<file path="config.mk">
export PLATFORM = sky130hd
export DESIGN_NAME = fimm_builder
export DESIGN_NICKNAME = d
export VERILOG_FILES = /design/src/rtl/fimm_pkg.sv /design/src/rtl/fimm_imm_join.sv /design/src/rtl/fimm_narrow.sv /design/src/rtl/fimm_widen.sv /design/src/rtl/fimm_builder.sv
export SDC_FILE = /design/constraint.sdc
export NUM_CORES = 1
export LEC_CHECK = 0
export ABC_AREA = 1
export ABC_CLOCK_PERIOD_IN_PS = 6100
export BUFFER_PORTS_ARGS = -buffer_cell sky130_fd_sc_hd__buf_2
export CELL_PAD_IN_SITES_DETAIL_PLACEMENT = 2
export CELL_PAD_IN_SITES_GLOBAL_PLACEMENT = 2
export CORE_UTILIZATION = 27
export CTS_CLUSTER_SIZE = 40
export DETAILED_ROUTE_END_ITERATION = 12
export PLACE_DENSITY = 0.93
export SKIP_CTS_REPAIR_TIMING = 1
export SLEW_MARGIN = 20
export SYNTH_ARGS = -nofsm -noshare
export SYNTH_HDL_FRONTEND = slang
export SYNTH_SLANG_ARGS = --single-unit
</file>
<file path="constraint.sdc">
create_clock -name clk -period 6.1 [get_ports clk]
set_input_delay 0.305 -clock clk [delete_from_list [all_inputs] [get_ports clk]]
set_output_delay 0.305 -clock clk [all_outputs]
set_load 0.005 [all_outputs]
</file>
<file path="src/rtl/fimm_pkg.sv">
package fimm_pkg;
  localparam int SGL_EXP  = 8;
  localparam int SGL_FRAC = 23;
  localparam int DBL_EXP  = 11;
  localparam int DBL_FRAC = 52;
  localparam int SGL_W    = 1 + SGL_EXP + SGL_FRAC;
  localparam int DBL_W    = 1 + DBL_EXP + DBL_FRAC;
  localparam int IMM_W    = 16;

  typedef enum logic {
    OP_LOAD  = 1'b0,
    OP_PATCH = 1'b1
  } fimm_op_e;
endpackage

</file>
<file path="src/rtl/fimm_imm_join.sv">
module fimm_imm_join #(
  parameter int HI_W  = 10,
  parameter int MID_W = 5,
  parameter int LO_W  = 1,
  localparam int IMM_W = HI_W + MID_W + LO_W
) (
  input  logic [HI_W-1:0]  fld_hi,
  input  logic [MID_W-1:0] fld_mid,
  input  logic [LO_W-1:0]  fld_lo,
  output logic [IMM_W-1:0] imm
);
  assign imm = {fld_hi, fld_mid, fld_lo};
endmodule

</file>
<file path="src/rtl/fimm_narrow.sv">
module fimm_narrow #(
  parameter int SE = 8,
  parameter int SF = 23,
  parameter int DE = 11,
  parameter int DF = 52,
  localparam int SW = 1 + SE + SF,
  localparam int DW = 1 + DE + DF
) (
  input  logic [DW-1:0] d_in,
  output logic [SW-1:0] s_out
);
  localparam int BIAS_DIFF = (2**(DE-1) - 1) - (2**(SE-1) - 1);
  localparam int MAX_EXP   = BIAS_DIFF + 2**SE - 2;
  localparam int MIN_NORM  = BIAS_DIFF + 1;
  localparam int MIN_SUB   = MIN_NORM - SF;

  logic          sgn;
  logic [DE-1:0] dexp;
  logic [SF-1:0] top;
  logic [DE-1:0] shamt;
  logic [SF:0]   mant;
  logic [SE-1:0] rebiased;

  assign sgn      = d_in[DW-1];
  assign dexp     = d_in[DF +: DE];
  assign top      = d_in[DF-1 -: SF];
  assign shamt    = DE'(MIN_NORM) - dexp;
  assign mant     = {1'b1, top} >> shamt;
  assign rebiased = SE'(dexp - DE'(BIAS_DIFF));

  always_comb begin
    if (dexp == '0) begin
      s_out = {sgn, {(SW-1){1'b0}}};
    end else if (dexp == '1) begin
      s_out = {sgn, {SE{1'b1}}, top};
    end else if (dexp > DE'(MAX_EXP)) begin
      s_out = {sgn, {SE{1'b1}}, {SF{1'b0}}};
    end else if (dexp >= DE'(MIN_NORM)) begin
      s_out = {sgn, rebiased, top};
    end else if (dexp >= DE'(MIN_SUB)) begin
      s_out = {sgn, {SE{1'b0}}, mant[SF-1:0]};
    end else begin
      s_out = {sgn, {(SW-1){1'b0}}};
    end
  end
endmodule

</file>
<file path="src/rtl/fimm_widen.sv">
module fimm_widen #(
  parameter int SE = 8,
  parameter int SF = 23,
  parameter int DE = 11,
  parameter int DF = 52,
  localparam int SW = 1 + SE + SF,
  localparam int DW = 1 + DE + DF,
  localparam int LZW = $clog2(SF + 1)
) (
  input  logic [SW-1:0] s_in,
  output logic [DW-1:0] d_out
);
  localparam int BIAS_DIFF = (2**(DE-1) - 1) - (2**(SE-1) - 1);

  logic          sgn;
  logic [SE-1:0] sexp;
  logic [SF-1:0] sfrac;
  logic [LZW-1:0] lz;
  logic [SF-1:0] normed;

  assign sgn   = s_in[SW-1];
  assign sexp  = s_in[SF +: SE];
  assign sfrac = s_in[SF-1:0];

  // leading-zero count: the highest set bit wins
  always_comb begin
    lz = '0;
    for (int i = 0; i < SF; i++) begin
      if (sfrac[i]) lz = LZW'(SF - 1 - i);
    end
  end

  assign normed = sfrac << (lz + 1'b1);

  always_comb begin
    if (sexp == '0 && sfrac == '0) begin
      d_out = {sgn, {(DW-1){1'b0}}};
    end else if (sexp == '1) begin
      d_out = {sgn, {DE{1'b1}}, sfrac, {(DF-SF){1'b0}}};
    end else if (sexp == '0) begin
      d_out = {sgn, DE'(BIAS_DIFF) - DE'(lz), normed, {(DF-SF){1'b0}}};
    end else begin
      d_out = {sgn, DE'(sexp) + DE'(BIAS_DIFF), sfrac, {(DF-SF){1'b0}}};
    end
  end
endmodule

</file>
<file path="src/rtl/fimm_builder.sv">
module fimm_builder #(
  parameter int HI_W  = 10,
  parameter int MID_W = 5,
  parameter int LO_W  = 1
) (
  input  logic                      clk,
  input  logic                      rst,
  input  logic                      in_valid,
  input  logic                      op,
  input  logic [HI_W-1:0]           fld_hi,
  input  logic [MID_W-1:0]          fld_mid,
  input  logic [LO_W-1:0]           fld_lo,
  input  logic [fimm_pkg::DBL_W-1:0] reg_value,
  output logic                      out_valid,
  output logic [fimm_pkg::DBL_W-1:0] out_value
);
  import fimm_pkg::*;

  localparam int IW = HI_W + MID_W + LO_W;
  localparam logic [SGL_W-1:0] LOW_MASK = SGL_W'((1 << IW) - 1);

  logic [IW-1:0]    imm;
  logic [SGL_W-1:0] narrowed;
  logic [SGL_W-1:0] patched;
  logic [SGL_W-1:0] single_sel;
  logic [DBL_W-1:0] widened;
  fimm_op_e         op_e;

  assign op_e = fimm_op_e'(op);

  fimm_imm_join #(.HI_W(HI_W), .MID_W(MID_W), .LO_W(LO_W)) u_join (
    .fld_hi (fld_hi),
    .fld_mid(fld_mid),
    .fld_lo (fld_lo),
    .imm    (imm)
  );

  fimm_narrow #(.SE(SGL_EXP), .SF(SGL_FRAC), .DE(DBL_EXP), .DF(DBL_FRAC)) u_narrow (
    .d_in (reg_value),
    .s_out(narrowed)
  );

  assign patched    = (narrowed & ~LOW_MASK) | SGL_W'(imm);
  assign single_sel = (op_e == OP_PATCH) ? patched : {imm, {(SGL_W-IW){1'b0}}};

  fimm_widen #(.SE(SGL_EXP), .SF(SGL_FRAC), .DE(DBL_EXP), .DF(DBL_FRAC)) u_widen (
    .s_in (single_sel),
    .d_out(widened)
  );

  always_ff @(posedge clk) begin
    if (rst) begin
      out_valid <= 1'b0;
      out_value <= '0;
    end else begin
      out_valid <= in_valid;
      if (in_valid) out_value <= widened;
    end
  end
endmodule

</file>
==> metrics.txt <==
row count 46; CP bufs+invs 5; RSZ-0062 raised after global routing no; total CTS buffers 5; endpoint class of the critical path flip-flop; Antenna Cells 0; CP Data Required Time 6.31 ns; ratio of cells with drive above 1 in the final layout 0.180; crit path DAT ~5.2 ns; Synth-to-Final Area Change 11.2%; met1 Use GR 0.299; synthesized cell area 4460 µm²; Final setup violation count 0; fill count 2118; Net Switching about 0.00048 W; Hold Vio Cnt, Final 0; Final nets 910; register area 701 µm²; Final TNS setup 0 ns; Multi-input gate area approximately 3200 µm²; Synth area leader nand2_1; period utilization 0.810; asr flop ratio synth 0; first-pass GRT wire length 32400 µm; residual DRC count 0; Post-synth EDFFs 0; vias in the first global route around 5.9k; fmax 0.202 GHz; PD cells 206 nW/µm²; CP top delay family simple AND/OR/NAND/NOR gates; top cell type's share of synthesized area 0.199; Routed Antenna Nets 0; Post-Route WL 20600 µm; CTS Root Cell clkbuf_16; wire per inst 19.9 µm; register area share after synthesis 0.157; worst slew pin tran 0.973 ns; Die Wd around 130 µm; Most common cell on crit path nand2_1; Detailed Routing Iterations Pass 1 6; Worst Setup SP reg_value[53]; largest net degree at the start of global routing 36; grt met2 use 0.429; GRT overflow 0; critical path's largest stage delay 0.37 ns; switch share 0.466; number of register bits inferred by synthesis 35; HPWL after DPL between 15000 and 20000 µm; initial antenna violation count 0; clk_skew 0 ns; clk_lat worst skew 0.28 ns; Max rail drop VDD 0.0000925 V; dominant synthesized flop cell dfxtp_1; Detailed Route Iter0 Violations 289; Yosys cell types 56; gr busiest metal met2; Ys Warns 0; Synth area leaders nand2_1 20%, dfxtp_1 16%, nand3_1 16%; Min-Delay Path Class input port to flip-flop; vias 5588; core area 16000 µm²; clock network power share 0.257; clk buf depth 2; # clock sinks 35; Avg Vias per Cell 5.38; outcome complete, no violations; Final Max Tran Viols 0; io pins 149; Period minus WS final between 4 and 5 ns; Comb power frac 0.501; leak pwr 2.44 nW; H-tree depth 2; internal power 0.000546 W; full die area 17000 µm²; GRT Overall Usage 0.246; R2R Path Start out_value[41]; clock-pin slew on the worst setup and hold paths 0.06 ns; max_cap viols 0; initial core utilization 0.279; Syn Area/Cell 5.76 µm²; worst hold margin 0.382 ns; Die Span Y 131 µm; sequential share of power 0.242; TritonCTS clock tree done; GR met3 Demand/Resource 0.0326; Slowest-stage cell, CP nor3_2; RePlAce Congestion around 0.94; hold path start fld_hi[9]; headroom to the max-slew limit 0.347; Cells after Synth a little under 800; Crit Path Max Fanout 26; Port-buffer cells 74; Worst setup SP type input port; WS Path Type input port to flip-flop
-- synthesized netlist by cell type, types with 5 or more instances --
library cell and number:
o22ai_1 5, o21ai_0 23, o211ai_1 10, nand4_1 14
dfxtp_1 35, nor2_2 9, o21ai_1 15, buf_2 13
nor3_1 9, inv_2 13, nand3_2 5, buf_4 30
a21oi_1 52, buf_6 6, nand3_1 139, clkbuf_1 15
o21a_1 5, nand2_1 237, inv_1 52, nor2_1 22
nand2_2 11
-- power by group through the flow --
stage                     clock (W)  sequential [W]  combinational (W)
after floorplan                   0        0.000252           0.000362
after global placement            0        0.000251           0.000472
after detailed placement          0        0.000252           0.000496
after CTS                  0.000265        0.000247           0.000505
after global routing       0.000274        0.000248           0.000561
final                      0.000263        0.000247           0.000512
-- kinds of logic (layout without fill, tap and decap cells) --
| logic type | after synthesis | count (layout) | synth area share |
|---|---|---|---|
| buf+inv | 137 | 156 | 0.155 |
| flops | 35 | 35 | 0.157 |
| compound gates | 130 | 130 | 0.175 |
| other cells | 1 | 29 | 0.000840 |
| mux | 2 | 2 | 0.00449 |
| fa+ha+maj | 4 | 4 | 0.0112 |
| xor+xnor | 2 | 2 | 0.00813 |
| simple gates | 464 | 464 | 0.488 |
-- cells in the final DEF (no fill, tap or decap), drive strengths merged, types with 3 or more instances in the layout --
master / count
nand3: 144
clkinv: 5
nor3: 11
nand2: 253
dfxtp: 35
conb: 29
buf: 78
inv: 67
o21a: 5
a21oi: 53
nor2: 35
ha: 4
o21ai: 42
or2: 3
o22ai: 5
nand4: 14
o211ai: 11
clkbuf: 6
-- flip-flops by register name (all words and copies together) (netlist names) --
name / flops
out_valid: 1
out_value: 34
-- path summary, 6_finish.rpt --
kind         cells after the start       endpoint  slack [ns]
max                             27  out_value[47]        1.16
max reg2reg                      2  out_value[41]        5.20
min reg2reg                      2  out_value[46]        0.46
min                              3  out_value[63]        0.38
-- per-stage QoR --
step                setup WS, ns  cells  instance area [µm²]  total power (W)   util
floorplan                   2.22    803                 4570         0.000614      -
global placement            1.17   1031                 4820         0.000723  0.301
detailed placement         0.997   1031                 4820         0.000748  0.301
CTS                         1.20   1038                 4960          0.00102  0.310
global route               0.812   1038                 4960          0.00108  0.310
finish                      1.16   1038                 4960          0.00102  0.310
-- worst register-to-register path, cell delays in order (launching register included) --
cell	delay [ns]
dfxtp_1	0.38
nand2_1	0.08
a21oi_1	0.33
-- final cells by class --
type | count | area share
Clock inverter | 1 | 0.00101
Inverter | 71 | 0.0547
Sequential cell | 35 | 0.141
Clock buffer | 6 | 0.0280
Multi-Input combinational cell | 631 | 0.640
Tap cell | 216 | 0.0545
Timing Repair Buffer | 78 | 0.0807
-- routing by layer --
layer	up-vias	wire [µm]
met3	70	820
met4	0	995
met1	2699	8750
met2	198	10100
li1	2621	-
met5	-	0
Power figures use the tool's default switching activity.
